### src/rtl/adc_seq_ctrl.sv
module adc_seq_ctrl #(
  parameter int DIV_A = 2,
  parameter int DIV_B = 8,
  parameter int DIV_C = 32
) (
  input  logic       clk,
  input  logic       rst_n,
  input  logic       bus_wr,
  input  logic [1:0] bus_addr,
  input  logic [7:0] bus_wdata,
  output logic [7:0] bus_rdata,
  input  logic       irq_global_en,
  input  logic       irq_adc_en,
  input  logic       cmp_ge,
  output logic [2:0] chan_sel,
  output logic [2:0] pin_ana_en,
  output logic [9:0] trial_code,
  output logic       sample_en,
  output logic       irq
);
  localparam int CW = $clog2(DIV_C);

  typedef enum logic [1:0] {S_IDLE, S_SAMP, S_TRIAL} st_t;

  st_t           st;
  logic          go_q, done_n, armed;
  logic [2:0]    chan_q, pins_q;
  logic [1:0]    clk_sel;
  logic [CW-1:0] div_cnt, div_lim;
  logic [9:0]    sar, mask, res;

  wire ctrl_wr  = bus_wr && bus_addr == 2'd0;
  wire chan_chg = ctrl_wr && bus_wdata[5:3] != chan_q;
  wire go_fall  = ctrl_wr && go_q && !bus_wdata[7];
  wire tick     = div_cnt == div_lim;

  always_comb
    case (clk_sel)
      2'd0:    div_lim = CW'(DIV_A - 1);
      2'd1:    div_lim = CW'(DIV_B - 1);
      default: div_lim = CW'(DIV_C - 1);
    endcase

  always_ff @(posedge clk or negedge rst_n)
    if (!rst_n) begin
      st      <= S_IDLE;
      go_q    <= 1'b0;
      done_n  <= 1'b1;
      armed   <= 1'b1;
      chan_q  <= '0;
      pins_q  <= '0;
      clk_sel <= '0;
      div_cnt <= '0;
      sar     <= '0;
      mask    <= '0;
      res     <= '0;
      irq     <= 1'b0;
    end else begin
      irq <= 1'b0;
      if (ctrl_wr) begin
        go_q   <= bus_wdata[7];
        chan_q <= bus_wdata[5:3];
        pins_q <= bus_wdata[2:0];
      end
      if (bus_wr && bus_addr == 2'd1) clk_sel <= bus_wdata[6:5];
      if (chan_chg) begin
        armed  <= 1'b0;
        done_n <= 1'b0;
        st     <= S_IDLE;
        mask   <= '0;
      end else if (go_fall && !armed) begin
        armed  <= 1'b1;
        done_n <= 1'b1;
      end else if (go_fall) begin
        done_n  <= 1'b1;
        st      <= S_SAMP;
        div_cnt <= '0;
        sar     <= '0;
        mask    <= '0;
      end else if (st != S_IDLE) begin
        div_cnt <= tick ? '0 : div_cnt + 1'b1;
        if (tick) begin
          if (st == S_SAMP) begin
            st   <= S_TRIAL;
            mask <= 10'h200;
          end else begin
            if (cmp_ge) sar <= sar | mask;
            mask <= mask >> 1;
            if (mask[0]) begin
              st     <= S_IDLE;
              res    <= cmp_ge ? (sar | mask) : sar;
              done_n <= 1'b0;
              irq    <= irq_global_en && irq_adc_en;
            end
          end
        end
      end
    end

  assign chan_sel   = chan_q;
  assign pin_ana_en = pins_q;
  assign trial_code = sar | mask;
  assign sample_en  = st == S_SAMP;

  always_comb
    case (bus_addr)
      2'd0:    bus_rdata = {go_q, done_n, chan_q, pins_q};
      2'd1:    bus_rdata = {1'b0, clk_sel, 5'b0};
      2'd2:    bus_rdata = res[9:2];
      default: bus_rdata = {res[1:0], 6'b0};
    endcase

  AST_IRQ_SINGLE: assert property (@(posedge clk) disable iff (!rst_n)
    irq |=> !irq);
  AST_IRQ_AT_FLAG_FALL: assert property (@(posedge clk) disable iff (!rst_n)
    irq |-> (!done_n && $past(done_n)));
  AST_SAMPLE_WHILE_PENDING: assert property (@(posedge clk) disable iff (!rst_n)
    sample_en |-> done_n);
  AST_FLAG_RISE_NEEDS_FALL: assert property (@(posedge clk) disable iff (!rst_n)
    $rose(done_n) |-> $past(bus_wr && bus_addr == 2'd0 && !bus_wdata[7]));
  AST_TRIAL_ONEHOT: assert property (@(posedge clk) disable iff (!rst_n)
    $onehot0(mask));
  AST_RESULT_HELD: assert property (@(posedge clk) disable iff (!rst_n)
    !$fell(done_n) |-> $stable(res));
endmodule

### config.mk
export PLATFORM = sky130hd
export DESIGN_NAME = adc_seq_ctrl
export DESIGN_NICKNAME = d
export VERILOG_FILES = /design/src/rtl/adc_seq_ctrl.sv
export SDC_FILE = /design/constraint.sdc
export NUM_CORES = 1
export LEC_CHECK = 0
export ABC_AREA = 1
export ABC_CLOCK_PERIOD_IN_PS = 3500
export BUFFER_PORTS_ARGS = -buffer_cell sky130_fd_sc_hd__buf_2
export CAP_MARGIN = 20
export CORE_ASPECT_RATIO = 0.75
export CORE_MARGIN = 8
export CORE_UTILIZATION = 28
export CTS_BUF_LIST = sky130_fd_sc_hd__clkbuf_16
export CTS_CLUSTER_DIAMETER = 120
export DETAILED_ROUTE_END_ITERATION = 16
export PLACE_DENSITY = 0.48
export SETUP_SLACK_MARGIN = 0.05
export SYNTH_ARGS = -nofsm -noshare
export SYNTH_HDL_FRONTEND = slang
export SYNTH_SLANG_ARGS = --single-unit
### constraint.sdc
create_clock -name clk -period 3.5 [get_ports clk]
set_input_delay 0.175 -clock clk [delete_from_list [all_inputs] [get_ports clk]]
set_output_delay 0.175 -clock clk [all_outputs]
set_load 0.05 [all_outputs]
# --- After elaboration in Yosys (flattened, before gate mapping) ---
# Index checks and enable logic that the tools add are counted.
# W data, S select, Z words.
totals:
  out_inout_bits: 26
  word_cells: 93
  register_bits: 49
  in_bits: 16
classes:
  muxes: 39
  bitwise: 5
  addsub: 1
  n_eq_ne: 9
  n_reduce_logical: 27
ops:
  columns: ["op", "n"]
  rows:
  - ["$mux W10", 11]
  - ["$pmux W8 S3", 1]
  - ["$mux W1", 16]
  - ["$reduce_bool A4 Y1", 4]
  - ["$mux W5", 3]
  - ["$mux W2", 7]
  - ["$or A10 B10 Y10", 1]
  - ["$pmux W5 S2", 1]
  - ["$reduce_and A4 Y1", 2]
  - ["$reduce_bool A2 Y1", 4]
  - ["$logic_and A1 B1 Y1", 7]
  - ["$reduce_and A7 Y1", 1]
  - ["$eq A2 B1 Y1 const B", 3]
  - ["$reduce_and A3 Y1", 2]
  - ["$reduce_bool A3 Y1", 2]
  - ["$add A5 B1 Y5 const B", 1]
  - ["$eq A5 B5 Y1", 1]
  - ["$reduce_and A5 Y1", 1]
  - ["$logic_not A2 Y1", 2]
  - ["$ne A4 B1 Y1 const B", 1]
  - ["$not A1 Y1", 4]
  - ["$ne A3 B3 Y1", 1]
  - ["$eq A2 B2 Y1 const B", 1]
  - ["$logic_not A1 Y1", 2]
  - ["2 further kinds", 2]

# --- Longest topological paths before layout ---
# Gate-level depths: netlist of run 1.
logic_depth:
  word_depth: 8
  mapped_depth: 12
  mapped_depth_nobuf: 11

# --- Least setup slack after synthesis of run 1 ---
# OpenSTA, ideal clock, no wires.
synth_path:
  path_type: "register -> register"
  start: "register chan_q[1] (netlist: chan_sel[1])"
  end: "register res[0]"
  required_ns: 3.383
  path_stages_with_launch: 10
  synth_period_minus_slack_ns: 1.700
  arrival_time_ns: 1.584
  path_slack_ns: 1.800
  setup_ns: 0.117
  path_buffers: 1
  cell_sequence: "dfrtp_1 -> xnor2_1 -> nand3_1 -> nand2_2 -> inv_1 -> nor2_1 -> nand2_1 -> buf_4 -> nand2_1 -> nand2_1"
synth_via:
  elab_chain_len: 4
synth_lines:
  columns: ["item", "line", "rtl"]
  rows:
  - ["start, declared", "27", "logic [2:0] chan_q, pins_q;"]
  - ["start signal, assigned", "62", "chan_q <= bus_wdata[5:3];"]
  - ["$ne A3 B3 Y1", "33", "wire chan_chg = ctrl_wr && bus_wdata[5:3] != chan_q;"]
  - ["$logic_and A1 B1 Y1", "33", null]
  - ["$not A1 Y1 (no source line)", null, null]
  - ["$reduce_and A7 Y1 (no source line)", null, null]
  - ["end signal, assigned", "91", "res <= cmp_ge ? (sar | mask) : sar;"]
  - ["end, declared", "30", "logic [9:0] sar, mask, res;"]
# No other way between the ends.
# A chain may end at the register's enable or synchronous reset.

# --- Worst setup path in the final report of run 1 ---
layout_path:
  start: "register chan_q[0] (netlist: chan_sel[0])"
  end: "register res[6]"
# The elaborated chain is that of the path after synthesis.

==> impl_metrics.yaml, run 1 <==
power:
  p_leak_nw: 1.72
  ir_worst_vdd_mv: 0.218
  power_density_nw_per_um2: 504
  total_power_mw: 1.61
cts:
  clock_path_buffers: 2
  worstSkewPairLatency_ps: 300
  cts_tree: "built"
  root_buffer: "clkbuf_16"
  cts_resized: 0
  cts_inserted_buffers: 5
  cts.sinks: 49
  htreeDepth: 2
  clkTransAtPathRegs_ps: 70
  postCtsSetupBuffers: 0
detailed_routing:
  viasPerCell: 4.37
  drc: 0
  ant_nets: 0
  drt-total-wl_mm: 6.89
  wire_per_inst_microns: 13.2
  vias: 2288
  drt_pass1_iterations: 4
  drt-initial-drc-count: 152
synth:
  synth.most_common_cell: "nand2_1"
  synth_edf_count: 0
  yosysWarnings: 0
  syn-num-nets: 366
  ys_top_cells_by_area: "dfrtp_1, nand2_1, nand3_1"
  synth-seq-area-share_pct: 45.2
  synthArstFlopShare_pct: 100
  post_synth_most_frequent_cells: "nand2_1, dfrtp_1, inv_1"
  yosys.area.top_type: "dfrtp_1"
  synthDistinctLibCells: 34
  synth_area_per_cell_sq_um: 7.79
  synthesis.instances: 349
  synthesis.area_sq_um: 2720
  ys_seq_elements: 49
  synthFlopType: "dfrtp_1"
  synth_top_area_share_pct: 43.2
status:
  outcome: "complete, no violations"
die:
  core_area_sq_um: 9540
  io_pins: 42
  rows: 31
  die_w_microns: 130
  die_area_sq_um: 13200
  dieHeight_microns: 101
  start_util_pct: 28.5
timing:
  max_freq_mhz: 404
  setup-violations-final: 0
  setup_tns_ps: 0
  period_share_pct: 70.7
  hold_violations: 0
  fin_ws_ps: 1030
  slew_violations: 0
  worst_pin_slew_ps: 651
  rsz0062_at_grt: "false"
  slew_headroom_pct: 56.3
  min_period_ps: 2470
  clock_skew_ps: 10.1
place:
  placed_cells_incl_taps: 514
  gp_congestion: 0.746
  portBuffers: 41
  place_area_sq_um: 3040
  hpwl_mm: 5.04
  post-place-ws_ps: 1050
grt:
  grt_usage_pct: 11.5
  first_global_vias: 2303
  antenna_found_initial: 0
  gr-total-overflow: 0
  grt_pass1_wl_mm: 11.8
  grt_max_degree: 29
hold_path:
  hp-class: "in2reg"
setup_path:
  cp-end-kind: "flop"
  path_buf_inv: 1
  worstPathMaxFanout: 24
  crit_required_ps: 3690
  cp_top_family: "simple AND/OR/NAND/NOR gates"
  critPathSlowestCell: "nor2_1"
  cp.arrival_ps: 2660
  path_cells: "xnor2_1 -> nand3_1 -> nand2_2 -> inv_1 -> nor2_1 -> nand2_1 -> nand2_1 -> nand2_1"
  critical_path_class: "reg2reg"
  start_kind: "flop"
  crit_top_cell: "nand2_1"
  worst_path_largest_cell_delay_ps: 490
final_layout:
  n_antenna_cell: 0
  nNetsFinal: 407
  layout-drive-gt1-share_pct: 20.2
  final_cells: 523
  syn2layout_area_growth_pct: 17.6
  stdcell_area_sq_um: 3200
run:
  drv_cap: 0
[power by group]
group	leakage [nW]	switching, mW	total, mW	internal [mW]
Combinational	0.989	0.332	0.448	0.116
Clock	0.0708	0.234	0.504	0.271
Sequential	0.656	0.0391	0.661	0.622
Total	1.72	0.605	1.61	1.01
[logic make-up (layout without fill, tap and decap cells)]
logic type      Yosys count  after routing  synth area share [%]
simple gates            208            208                  36.8
buf+inv                  57             99                  9.66
flops                    49             49                  45.2
compound gates           29             29                  6.30
xor+xnor                  5              5                  1.61
fa+ha+maj                 1              1                 0.460
[cell type report]
class                   count  area (sq um)
flip-flops and latches     49          1230
repair buffers             46           245
inverters                  45           181
well taps                 132           165
fillers                  1047          6340
clock buffers               5           125
multi-input cells         243          1230
clock inverters             3          25.0
[worst register-to-register path: cells and delay by family, from the launching register on]
kind,cells,cell delay (ps)
DFF,1,420
xor gates and xnor gates,1,150
buffers and inverters,1,250
and+or+nand+nor,6,1560
[metal layers]
| metal | vias up | wire length [microns] | part of all wire [%] | track usage [%] |
|---|---|---|---|---|
| li1 | 1186 | - | - | - |
| met1 | 1056 | 3760 | 55 | 17.0 |
| met2 | 42 | 2690 | 39 | 15.7 |
| met3 | 4 | 384 | 5.6 | 3.42 |
| met4 | 0 | 62 | 0.90 | 3.20 |
| met5 | - | 0 | 0 | 0 |
[cells in the final DEF (no fill, tap or decap), types with 2 or more instances in the layout]
cell type	instances
a22o_1	5
buf_2	41
buf_4	4
clkbuf_16	5
dfrtp_1	47
dfstp_2	2
inv_1	43
inv_6	2
nand2_1	113
nand2_2	2
nand2_4	4
nand3_1	36
nand3_2	11
nand4_1	3
nor2_1	24
nor3_1	9
o21ai_0	19
xnor2_1	3
xor2_1	2
[final timing paths]
kind / start / end / slack, ps / cells after the start
max reg2reg: chan_sel[0] / res[6] / 1030 / 8
max in group asynchronous: rst_n / mask[5] / 2290 / 3
min reg2reg: sar[9] / sar[9] / 480 / 2
max: chan_sel[0] / res[6] / 1030 / 8
min: bus_wdata[1] / pin_ana_en[1] / 70 / 3
min in group asynchronous: rst_n / chan_sel[0] / 440 / 2
[per-stage QoR]
stage	util (%)	hold WS, ps
floorplan	-	-121
global placement	31.9	237
detailed placement	31.9	238
CTS	33.5	66.5
global route	33.5	84.6
finish	33.5	68.8
[state kept, by name, indices dropped and copies added (netlist names)]
name        count
mask           10
res            10
sar            10
div_cnt         5
chan_sel        3
pin_ana_en      3
clk_sel         2
st              2
armed           1
done_n          1
go_q            1
irq             1
[what timing repair did]
item	CTS	global route
hold buffers	1	0
endpoints found under the hold margin	25	0
setup endpoints to repair	0	0
Power figures use the tool's default switching activity.
==> run 2, diff against run 1 <==
--- a/config.mk
+++ b/config.mk
@@ -6,7 +6,7 @@
 export NUM_CORES = 1
 export LEC_CHECK = 0
 export ABC_AREA = 1
-export ABC_CLOCK_PERIOD_IN_PS = 3500
+export ABC_CLOCK_PERIOD_IN_PS = 2000
 export BUFFER_PORTS_ARGS = -buffer_cell sky130_fd_sc_hd__buf_2
 export CAP_MARGIN = 20
 export CORE_ASPECT_RATIO = 0.75
@@ -15,7 +15,7 @@
 export CTS_BUF_LIST = sky130_fd_sc_hd__clkbuf_16
 export CTS_CLUSTER_DIAMETER = 120
 export DETAILED_ROUTE_END_ITERATION = 16
-export PLACE_DENSITY = 0.48
+export PLACE_DENSITY = 0.5
 export SETUP_SLACK_MARGIN = 0.05
 export SYNTH_ARGS = -nofsm -noshare
 export SYNTH_HDL_FRONTEND = slang
==> constraint.sdc (replaced) <==
create_clock -name clk -period 2 [get_ports clk]
set_input_delay 0.1 -clock clk [delete_from_list [all_inputs] [get_ports clk]]
set_output_delay 0.1 -clock clk [all_outputs]
set_load 0.05 [all_outputs]
==> run 2 against run 1 <==
Net effect: first-iteration DRC count rose by 14%; fmax rose by 45%; sequential share of layout area fell by 1.1 points; hold slack got worse by 57 ps; worst setup slack got worse by 730 ps; die area did not move; highest routed layer unchanged; critical endpoint is now res[1]; flip-flop and latch count did not move; clock power rose by 71%; register-to-register slack got worse by 730 ps.
==> impl_metrics.yaml, run 2 (synthesis gave the netlist of run 1 again) <==
die:
  core_area_sq_um: 9540
  dieHeight_microns: 101
  die_area_sq_um: 13200
  io_pins: 42
  start_util_pct: 28.5
  rows: 31
  die_w_microns: 130
cts:
  clkTransAtPathRegs_ps: 70
  cts_tree: "built"
  postCtsSetupBuffers: 0
  cts.sinks: 49
  clock_path_buffers: 2
  htreeDepth: 2
  cts_inserted_buffers: 5
  root_buffer: "clkbuf_16"
  worstSkewPairLatency_ps: 300
timing:
  period_share_pct: 85.2
  setup-violations-final: 0
  rsz0062_at_grt: "false"
  min_period_ps: 1700
  slew_headroom_pct: 66.1
  max_freq_mhz: 587
  worst_pin_slew_ps: 509
  setup_tns_ps: 0
  fin_ws_ps: 296
  slew_violations: 0
  clock_skew_ps: 8.96
  hold_violations: 0
  hold_slack_ps: 12.0
hold_path:
  hp-class: "in2reg"
  holdPathEnd: "irq"
  hold_start: "irq_adc_en"
  hold_depth: 3
grt:
  first_global_vias: 2362
  grt_pass1_wl_mm: 11.8
  antenna_found_initial: 0
  gr-total-overflow: 0
  grt_max_degree: 23
  grt_usage_pct: 11.4
power:
  p_leak_nw: 1.76
  switching_share_pct: 37.6
  power_density_nw_per_um2: 859
  total_power_mw: 2.83
  sequentialPowerShare_pct: 41.0
  clock_power_share_pct: 30.5
  power_frac_comb_pct: 28.5
  ir_worst_vdd_mv: 0.450
  p_switching_mw: 1.06
  p_int_mw: 1.77
final_layout:
  multi_input_area_sq_um: 1240
  stdcell_area_sq_um: 3300
  layout_commonest_cell: "nand2_1"
  seq_area_sq_um: 1230
  final_cell_mix: "nand2_1, dfrtp_1, inv_1, buf_2, nand3_1"
  fillers: 1063
  syn2layout_area_growth_pct: 21.2
  layout-drive-gt1-share_pct: 22.4
  nNetsFinal: 418
  n_antenna_cell: 0
  layout_top_registers: "mask: 10 flops, res: 10 flops, sar: 10 flops"
setup_path:
  start_kind: "flop"
  worst_path_largest_cell_delay_ps: 420
  path_buf_inv: 1
  worstSetupPathDepth: 8
  regToRegSetupSlack_ps: 300
  cp.arrival_ps: 1900
  cp-end-kind: "flop"
  worstPathMaxFanout: 11
  r2r-start: "chan_sel[0]"
  path_cells: "xnor2_1 -> nand3_1 -> nand2_2 -> inv_1 -> nor2_1 -> nand2_2 -> nand2_1 -> nand2_1"
  crit_required_ps: 2190
  crit_start: "chan_sel[0]"
  critical_path_class: "reg2reg"
  r2r-end: "res[1]"
  cp_top_family: "simple AND/OR/NAND/NOR gates"
  critPathSlowestCell: "dfrtp_1"
  reg2reg_depth: 8
detailed_routing:
  drt_pass1_iterations: 4
  drt-total-wl_mm: 7.09
  vias: 2383
  wire_per_inst_microns: 13.3
  drc: 0
  viasPerCell: 4.46
  ant_nets: 0
  drt-initial-drc-count: 173
place:
  gp_congestion: 0.816
  post-place-ws_ps: 137
  portBuffers: 41
  hpwl_mm: 5.39
  place_area_sq_um: 3100
run:
  drv_cap: 0
status:
  outcome: "complete, no violations"
run 2: cell types whose count changed in the layout (fill, tap and decap cells not counted):
cell	previous run	this run
inv_6	2	0
nand2_2	2	4
nand3_2	11	12
nand3_1	36	35
nand2_1	113	111
clkinvlp_4	1	3
buf_4	4	12
dlygate4sd3_1	1	4
run 2: worst min-delay path, cell delays in order:
cell	delay, ps
buf_2	90
nand2_1	50
nor2_1	40
run 2: final cells by class:
class,count,share of cell area (%)
clock buffers,5,3.80
clock inverters,3,0.683
inverters,45,5.50
multi-input cells,243,37.6
flip-flops and latches,49,37.3
repair buffers,57,10.2
well taps,132,5.01
run 2: how the worst max path moves through the flow:
stage	end	slack [ps]
after floorplan	res[0]	300
after global placement	mask[2]	190
after CTS	st[0]	120
after global routing	res[1]	80
after detailed placement	st[0]	140
final	res[1]	300
run 2: per-layer routing:
| layer | track usage [%] | up-vias | part of all wire [%] |
|---|---|---|---|
| met2 | 16.1 | 68 | 39 |
| met3 | 3.37 | 9 | 7.4 |
| met5 | 0 | - | 0 |
| met1 | 16.3 | 1098 | 53 |
| li1 | - | 1208 | - |
| met4 | 3.47 | 0 | 1.4 |
run 2: per-stage QoR:
| step | cells | utilization [%] |
|---|---|---|
| finish | 534 | 34.6 |
| global route | 534 | 34.6 |
| CTS | 534 | 34.4 |
| detailed placement | 522 | 32.5 |
| global placement | 522 | 32.5 |
| floorplan | 349 | - |
run 2: repair_timing:
action / in CTS / in global routing
hold buffers: 4 / 0
resized for setup: 0 / 3
endpoints found under the hold margin: 23 / 0
endpoints found under the setup margin: 0 / 19
run 2: power by group through the flow:
stage	registers [mW]	logic [mW]	clock network, mW
floorplan	1.23	0.522	0
global placement	1.18	0.806	0
detailed placement	1.18	0.805	0
CTS	1.16	0.815	0.897
global route	1.18	0.878	0.932
finish	1.16	0.807	0.863
